`src/rtl/spb_pkg.sv`:
```
package spb_pkg;
  typedef enum logic {CFG_BATCH = 1'b0, CFG_TURN = 1'b1} cfg_sel_e;

  function automatic logic [7:0] clamp_shift(input logic [7:0] v, input logic [7:0] lim);
    return (v > lim) ? lim : v;
  endfunction
endpackage

```
`src/rtl/spb_divider.sv`:
```
module spb_divider #(
  parameter int SAMP_W = 14,
  parameter int FRAC_W = 16,
  parameter int TAG_W  = 1
) (
  input  logic                     clk,
  input  logic                     rst,
  input  logic                     start,
  input  logic signed [SAMP_W-1:0] right_s,
  input  logic signed [SAMP_W-1:0] left_s,
  input  logic [TAG_W-1:0]         tag_in,
  output logic                     busy,
  output logic                     done,
  output logic                     bad,
  output logic signed [FRAC_W-1:0] quo,
  output logic [TAG_W-1:0]         tag_out
);
  localparam int SUM_W = SAMP_W + 1;
  localparam int ITER  = FRAC_W - 1;
  localparam int CNT_W = $clog2(ITER);

  logic signed [SUM_W-1:0] sum_c, dif_c;
  logic [SUM_W-1:0] mag_c;
  logic             sum_bad;

  assign sum_c   = {right_s[SAMP_W-1], right_s} + {left_s[SAMP_W-1], left_s};
  assign dif_c   = {right_s[SAMP_W-1], right_s} - {left_s[SAMP_W-1], left_s};
  assign mag_c   = dif_c[SUM_W-1] ? -dif_c : dif_c;
  assign sum_bad = sum_c[SUM_W-1] || (sum_c == '0);

  logic [SUM_W-1:0] rem, den;
  logic [ITER-2:0]  qr;
  logic [CNT_W-1:0] cnt;
  logic             neg, sat, bad_r;
  logic [TAG_W-1:0] tag_r;

  // one restoring step: shift remainder, try to subtract the denominator
  logic [SUM_W:0]  shifted;
  logic            ge;
  logic [ITER-1:0] q_next, mag_out;
  assign shifted = {rem, 1'b0};
  assign ge      = shifted >= {1'b0, den};
  assign q_next  = {qr, ge};
  assign mag_out = sat ? '1 : q_next;

  always_ff @(posedge clk) begin
    if (rst) begin
      busy <= 1'b0; done <= 1'b0; bad <= 1'b0; quo <= '0; tag_out <= '0;
      rem <= '0; den <= '0; qr <= '0; cnt <= '0;
      neg <= 1'b0; sat <= 1'b0; bad_r <= 1'b0; tag_r <= '0;
    end else begin
      done <= 1'b0;
      if (start) begin
        busy  <= 1'b1;
        cnt   <= '0;
        rem   <= mag_c;
        den   <= sum_c;
        qr    <= '0;
        neg   <= dif_c[SUM_W-1];
        sat   <= mag_c >= $unsigned(sum_c);
        bad_r <= sum_bad;
        tag_r <= tag_in;
      end else if (busy) begin
        rem <= ge ? SUM_W'(shifted - {1'b0, den}) : SUM_W'(shifted);
        qr  <= q_next[ITER-2:0];
        cnt <= cnt + 1'b1;
        if (cnt == CNT_W'(ITER - 1)) begin
          busy    <= 1'b0;
          done    <= 1'b1;
          bad     <= bad_r;
          tag_out <= tag_r;
          if (bad_r)    quo <= '0;
          else if (neg) quo <= -$signed({1'b0, mag_out});
          else          quo <= $signed({1'b0, mag_out});
        end
      end
    end
  end
endmodule

```
`src/rtl/spb_batch_avg.sv`:
```
module spb_batch_avg #(
  parameter int POS_W  = 16,
  parameter int MAX_SH = 8,
  parameter int SH_W   = 4
) (
  input  logic                    clk,
  input  logic                    rst,
  input  logic                    in_valid,
  input  logic signed [POS_W-1:0] pos_in,
  input  logic                    first,
  input  logic [SH_W-1:0]         shift,
  output logic                    avg_valid,
  output logic signed [POS_W-1:0] avg
);
  localparam int ACC_W = POS_W + MAX_SH;
  localparam int CNT_W = MAX_SH + 1;

  logic signed [ACC_W-1:0] acc, acc_n;
  logic [CNT_W-1:0]        cnt, cnt_n, target;

  assign acc_n  = first ? ACC_W'(pos_in) : acc + ACC_W'(pos_in);
  assign cnt_n  = first ? CNT_W'(1) : cnt + 1'b1;
  assign target = CNT_W'(1) << shift;

  always_ff @(posedge clk) begin
    if (rst) begin
      acc <= '0; cnt <= '0; avg_valid <= 1'b0; avg <= '0;
    end else begin
      avg_valid <= 1'b0;
      if (in_valid) begin
        if (cnt_n == target) begin
          avg_valid <= 1'b1;
          avg       <= POS_W'(acc_n >>> shift);
          acc       <= '0;
          cnt       <= '0;
        end else begin
          acc <= acc_n;
          cnt <= cnt_n;
        end
      end
    end
  end
endmodule

```
`src/rtl/spb_turn_avg.sv`:
```
module spb_turn_avg #(
  parameter int POS_W  = 16,
  parameter int SLOTS  = 64,
  parameter int MAX_SH = 10,
  parameter int SH_W   = 4,
  parameter int IDX_W  = $clog2(SLOTS)
) (
  input  logic                    clk,
  input  logic                    rst,
  input  logic [SH_W-1:0]         shift,
  // accept side: tag the bunch entering the divider
  input  logic                    accept,
  input  logic                    turn_start,
  output logic                    t_en,
  output logic [IDX_W-1:0]        t_slot,
  output logic                    t_first,
  output logic                    t_last,
  // result side
  input  logic                    res_valid,
  input  logic signed [POS_W-1:0] res_pos,
  input  logic                    res_en,
  input  logic [IDX_W-1:0]        res_slot,
  input  logic                    res_first,
  input  logic                    res_last,
  output logic                    avg_valid,
  output logic signed [POS_W-1:0] avg
);
  localparam int ACC_W  = POS_W + MAX_SH;
  localparam int SLOT_W = $clog2(SLOTS + 1);
  localparam int PH_W   = MAX_SH + 1;

  logic signed [ACC_W-1:0] mem [SLOTS];
  logic signed [ACC_W-1:0] rd_q, sum_n;
  logic                    started;
  logic [PH_W-1:0]         phase, nxt_phase, ph_used, last_ph;
  logic [SLOT_W-1:0]       slot_cnt, nxt_slot;

  assign last_ph   = (PH_W'(1) << shift) - 1'b1;
  assign nxt_phase = (!started || phase >= last_ph) ? '0 : phase + 1'b1;
  assign nxt_slot  = turn_start ? '0 :
                     (slot_cnt == SLOT_W'(SLOTS)) ? slot_cnt : slot_cnt + 1'b1;
  assign ph_used   = turn_start ? nxt_phase : phase;
  assign t_en      = (turn_start || started) && (nxt_slot < SLOT_W'(SLOTS));
  assign t_slot    = IDX_W'(nxt_slot);
  assign t_first   = (ph_used == '0);
  assign t_last    = (ph_used >= last_ph);

  always_ff @(posedge clk) begin
    if (rst) begin
      started <= 1'b0; phase <= '0; slot_cnt <= '0;
    end else if (accept) begin
      slot_cnt <= nxt_slot;
      if (turn_start) begin
        started <= 1'b1;
        phase   <= nxt_phase;
      end
    end
  end

  // synchronous read at accept, write at result: maps onto block RAM
  always_ff @(posedge clk) begin
    if (accept) rd_q <= mem[t_slot];
    if (res_valid && res_en) mem[res_slot] <= sum_n;
  end

  assign sum_n = (res_first ? '0 : rd_q) + ACC_W'(res_pos);

  always_ff @(posedge clk) begin
    if (rst) begin
      avg_valid <= 1'b0; avg <= '0;
    end else begin
      avg_valid <= 1'b0;
      if (res_valid && res_en && res_last) begin
        avg_valid <= 1'b1;
        avg       <= POS_W'(sum_n >>> shift);
      end
    end
  end
endmodule

```
`src/rtl/split_plate_bpm.sv`:
```
module split_plate_bpm
  import spb_pkg::*;
#(
  parameter int SAMP_W       = 14,
  parameter int FRAC_W       = 16,
  parameter int SLOTS        = 64,
  parameter int BATCH_MAX_SH = 8,
  parameter int TURN_MAX_SH  = 10,
  parameter int CFG_W        = 4
) (
  input  logic                     clk,
  input  logic                     rst,
  input  logic                     in_valid,
  input  logic signed [SAMP_W-1:0] right_amp,
  input  logic signed [SAMP_W-1:0] left_amp,
  input  logic                     turn_start,
  input  logic                     batch_start,
  input  logic                     cfg_wr,
  input  logic                     cfg_sel,
  input  logic [CFG_W-1:0]         cfg_data,
  output logic                     pos_valid,
  output logic signed [FRAC_W-1:0] pos,
  output logic                     pos_invalid,
  output logic                     overrun,
  output logic                     batch_valid,
  output logic signed [FRAC_W-1:0] batch_avg,
  output logic                     turn_valid,
  output logic signed [FRAC_W-1:0] turn_avg
);
  localparam int IDX_W = $clog2(SLOTS);
  localparam int TAG_W = IDX_W + 4;

  logic [CFG_W-1:0] kb, kt;

  always_ff @(posedge clk) begin
    if (rst) begin
      kb <= '0; kt <= '0;
    end else if (cfg_wr) begin
      if (cfg_sel == CFG_TURN) kt <= CFG_W'(clamp_shift(8'(cfg_data), 8'(TURN_MAX_SH)));
      else                     kb <= CFG_W'(clamp_shift(8'(cfg_data), 8'(BATCH_MAX_SH)));
    end
  end

  logic div_busy, div_done, div_bad, accept;
  logic signed [FRAC_W-1:0] div_q;
  logic [TAG_W-1:0] tag_in, tag_out;
  logic t_en, t_first, t_last;
  logic [IDX_W-1:0] t_slot;

  assign accept = in_valid && !div_busy;
  assign tag_in = {batch_start, t_en, t_slot, t_first, t_last};

  spb_divider #(.SAMP_W(SAMP_W), .FRAC_W(FRAC_W), .TAG_W(TAG_W)) u_div (
    .clk(clk), .rst(rst), .start(accept), .right_s(right_amp), .left_s(left_amp),
    .tag_in(tag_in), .busy(div_busy), .done(div_done), .bad(div_bad),
    .quo(div_q), .tag_out(tag_out)
  );

  logic res_bs, res_en, res_first, res_last;
  logic [IDX_W-1:0] res_slot;
  assign {res_bs, res_en, res_slot, res_first, res_last} = tag_out;

  spb_batch_avg #(.POS_W(FRAC_W), .MAX_SH(BATCH_MAX_SH), .SH_W(CFG_W)) u_batch (
    .clk(clk), .rst(rst), .in_valid(div_done), .pos_in(div_q), .first(res_bs),
    .shift(kb), .avg_valid(batch_valid), .avg(batch_avg)
  );

  spb_turn_avg #(.POS_W(FRAC_W), .SLOTS(SLOTS), .MAX_SH(TURN_MAX_SH), .SH_W(CFG_W),
                 .IDX_W(IDX_W)) u_turn (
    .clk(clk), .rst(rst), .shift(kt), .accept(accept), .turn_start(turn_start),
    .t_en(t_en), .t_slot(t_slot), .t_first(t_first), .t_last(t_last),
    .res_valid(div_done), .res_pos(div_q), .res_en(res_en), .res_slot(res_slot),
    .res_first(res_first), .res_last(res_last),
    .avg_valid(turn_valid), .avg(turn_avg)
  );

  always_ff @(posedge clk) begin
    if (rst) begin
      pos_valid <= 1'b0; pos <= '0; pos_invalid <= 1'b0; overrun <= 1'b0;
    end else begin
      pos_valid   <= div_done;
      pos_invalid <= div_done && div_bad;
      overrun     <= in_valid && div_busy;
      if (div_done) pos <= div_q;
    end
  end
endmodule

```
`config.mk`:
```
export PLATFORM = sky130hd
export DESIGN_NAME = split_plate_bpm
export DESIGN_NICKNAME = d
export VERILOG_FILES = /design/src/rtl/spb_pkg.sv /design/src/rtl/spb_divider.sv /design/src/rtl/spb_batch_avg.sv /design/src/rtl/spb_turn_avg.sv /design/src/rtl/split_plate_bpm.sv
export SDC_FILE = /design/constraint.sdc
export NUM_CORES = 2
export LEC_CHECK = 0
export BUFFER_PORTS_ARGS = -buffer_cell sky130_fd_sc_hd__buf_2
export CORE_AREA = 2 2 481 435
export DETAILED_ROUTE_END_ITERATION = 7
export DIE_AREA = 0 0 483 437
export PLACE_DENSITY = 0.51
export SYNTH_ARGS = -nofsm -noshare
export SYNTH_HDL_FRONTEND = slang
export SYNTH_SLANG_ARGS = --single-unit
```
`constraint.sdc`:
```
create_clock -name clk -period 7.8 [get_ports clk]
set_input_delay 0.78 -clock clk [delete_from_list [all_inputs] [get_ports clk]]
set_output_delay 0.78 -clock clk [all_outputs]
set_load 0.01 [all_outputs]
```
==> flow_summary.ini <==
[clock_tree]
clock_path_buffers = 3
cts_root_buf = clkbuf_16
htree_num_levels = 4
clock_latency_ps = 850
clk_pin_slew_ps = 70
clkSinkCount = 1887
post_cts_buffers = 0
tritoncts = built
cts.repair.resized = 0
cts_hold_buf = 0
numCtsBuffers = 192

[min_path]
min_path_type = in -> reg
whs_endpoint = u_div.tag_r[9]$_SDFFE_PP0P_
hold_depth = 3
worstHoldStart = batch_start

[route]
drt-total-wl_mm = 226.4
routedWlPerCell_um = 27.35
drt-vias-per-instance = 5.754
first_iter_violations = 4497
drc = 0
vias = 47620
firstDrtPassIters = 7
ant_nets = 0

[final_layout]
layout_common_cells = edfxtp_1 (1690), nand2_1 (449), mux4_2 (423)
nFillCells = 18240
areaGrowthSynthToFinish_pct = 12.97
layout_commonest_cell = edfxtp_1
drive_gt1_frac = 0.1929
finalNonFillerCells = 8276
fin_nets = 5561

[timing]
tns_ps = 0
slew_headroom = 0.2079
period_share = 0.7733
min_period_ps = 6032
setup_viol = 0
finalHoldViolCount = 0
drv_slew = 0
clock.fmax_mhz = 165.8
skew_ps = 70.90
worstMarginPinSlew_ps = 1181
hold_ws_ps = 225.9
grt_setup_unrepaired = no

[run_status]
status = complete, no violations

[pwr]
p_comb_frac = 0.095
vdd_drop_max_v = 0.0002756
leakage_nw = 29.74
power.switching_mw = 5.314
internal_power_mw = 16.98
switching_share = 0.2383
power_density_nw_per_um2 = 240.9
power_frac_clock = 0.406
p_seq_frac = 0.499
finalPower_mw = 22.30

[placed_design]
dp_hpwl_mm = 130.9
placed_cells = 7913
port_buffers = 91
gp_congestion = 0.8423

[synthesis]
avgSynthCellArea_um2 = 15.53
synth_cell_types = 104
seq_area_frac_synth = 0.6675
syn-num-nets = 5451
syn-cell-area_um2 = 81940
async_flop_share = 0
yosysWarnings = 0
synth_flop_cell = edfxtp_1
synth_edf_count = 1690
synthCells = 5277
ys_ff_latch = 1887

[global_routing]
grt_max_degree = 107
grt_overflow = 0
grt.total_usage = 0.2120
grt_pass1_wl_mm = 331.0
grt_pass1_vias = 47690
antenna_found_initial = 9

[critical_path]
ff2ff_path_depth = 27
cp.arrival_ps = 6730
r2r_start = kt[1]$_SDFFE_PP0P_
cp.required_ps = 8500
path_class = reg -> reg
r2r_setup_slack_ps = 1770
cp-end-kind = register
reg2reg_to = u_div.tag_r[0]$_SDFFE_PP0P_
start_kind = register
crit_fanout = 31

[job]
max_cap_viol_count = 0

[die]
die_x_um = 483
coreArea_um2 = 205600
num_io_pins = 92
rows = 158
die_h_um = 437
die_area_um2 = 211100
start_util = 0.3985
[logic make-up (layout without fill, tap and decap cells)]
kind of cell | count (synthesis) | count (layout) | synth area share
other cells | 0 | 3 | 0
mux | 512 | 512 | 0.1273
xor+xnor | 105 | 105 | 0.01122
fa+ha+maj | 135 | 135 | 0.02107
compound gates | 971 | 971 | 0.08166
simple gates | 1251 | 1251 | 0.07133
flops | 1887 | 1887 | 0.6675
buf+inv | 416 | 692 | 0.01991
[cell type report]
cell class	count	area [um2]	share of cell area
sequential	1887	54700	0.5909
multi-input combinational	2974	26190	0.2829
clock buffer	247	5107	0.05518
tap	2720	3403	0.03677
timing repair buffer	237	1754	0.01895
clock inverter	113	1056	0.01141
inverter	95	356.6	0.003852
antenna	3	7.507	0.00008110
[metrics by stage]
| stage | instance area, um2 | worst slack (ps) | utilization |
|---|---|---|---|
| after floorplan | 81940 | 1765 | - |
| after global placement | 86390 | 1845 | 0.4202 |
| after detailed placement | 86390 | 1852 | 0.4202 |
| after CTS | 92560 | 1827 | 0.4502 |
| after global routing | 92560 | 1163 | 0.4502 |
| final | 92570 | 1768 | 0.4502 |
[cells in the mapped netlist, types with 20 or more instances]
| cell | count | area (um2) |
|---|---|---|
| buf_2 | 55 | 275.3 |
| nand3_1 | 83 | 415.4 |
| and2_1 | 119 | 744.5 |
| nand2b_1 | 20 | 125.1 |
| o21ai_0 | 122 | 610.6 |
| a21o_1 | 29 | 217.7 |
| a21oi_1 | 229 | 1146 |
| xor2_1 | 36 | 315.3 |
| clkbuf_1 | 235 | 882.1 |
| inv_1 | 87 | 326.6 |
| buf_1 | 30 | 112.6 |
| edfxtp_1 | 1690 | 50750 |
| a311oi_1 | 60 | 525.5 |
| a31oi_1 | 72 | 450.4 |
| dfxtp_1 | 197 | 3944 |
| o211ai_1 | 26 | 195.2 |
| nor2b_1 | 45 | 281.5 |
| nand2_1 | 449 | 1685 |
| o31ai_1 | 20 | 150.1 |
| nor2_1 | 326 | 1224 |
| ha_1 | 130 | 1627 |
| nand4_1 | 20 | 125.1 |
| and3_1 | 28 | 175.2 |
| mux2i_1 | 76 | 760.7 |
| xnor2_1 | 69 | 604.3 |
| nor3_1 | 61 | 305.3 |
| a211oi_1 | 180 | 1351 |
| o21a_1 | 27 | 202.7 |
| mux4_2 | 423 | 9527 |
[state kept, by name (all words and copies together), names as in the netlist, 7 cells and up]
register / cells
u_turn.phase: 11
u_div.tag_out: 10
u_div.rem: 15
u_turn.slot_cnt: 7
pos: 16
u_div.qr: 14
u_turn.avg: 16
u_div.den: 15
u_turn.rd_q: 26
u_div.quo: 16
u_batch.acc: 24
u_batch.avg: 16
u_turn.mem: 1664
u_batch.cnt: 9
[metal layers]
layer | share of wire | GRT usage | vias to the layer above
li1 | - | - | 21180
met1 | 0.44 | 0.2951 | 24810
met2 | 0.48 | 0.3447 | 1341
met3 | 0.059 | 0.03712 | 285
met4 | 0.025 | 0.05493 | 2
met5 | 0.000031 | 0 | -
[worst max-delay path: stages, from the launching register on]
cell and delay [ps]:
dfxtp_1 300, buf_4 220, or2_1 360, nor2_1 210, nand2_1 140, ha_1 380
or2_2 340, o21ai_0 150, a22o_1 150, a32oi_1 90, ha_1 250, nand2b_1 150
a311o_1 320, a211o_1 240, a2bb2oi_2 220, nor3_1 160, a21oi_1 90, ha_1 300
nand2b_1 140, a21o_1 170, a21o_1 190, a21o_1 180, a21oi_1 190, a221oi_1 100
o21ai_0 360, o21ai_0 160, o31ai_1 270, a21oi_1 90
[worst max-delay path by stage]
stage                                  start                           to  slack [ps]
3_3_place_gp              kt[1]$_SDFFE_PP0P_  u_div.tag_r[0]$_SDFFE_PP0P_        1850
5_1_grt                   kt[1]$_SDFFE_PP0P_  u_div.tag_r[0]$_SDFFE_PP0P_        1160
6_report                  kt[1]$_SDFFE_PP0P_  u_div.tag_r[0]$_SDFFE_PP0P_        1770
2_1_floorplan  u_div.tag_out[1]$_SDFFE_PP0P_  u_turn.avg[14]$_SDFFE_PP0P_        1760
3_5_place_dp              kt[1]$_SDFFE_PP0P_  u_div.tag_r[0]$_SDFFE_PP0P_        1850
4_1_cts                   kt[1]$_SDFFE_PP0P_  u_div.tag_r[0]$_SDFFE_PP0P_        1830
[power groups by stage]
stage | clock network (mW) | logic [mW] | registers (mW)
5_1_grt | 9.65 | 2.33 | 11.1
3_5_place_dp | 0 | 2.14 | 11.3
6_report | 9.05 | 2.11 | 11.1
2_1_floorplan | 0 | 1.52 | 11.3
3_3_place_gp | 0 | 2.13 | 11.3
4_1_cts | 9.24 | 2.15 | 11.1
No activity file was read; power rests on OpenSTA's default activity.
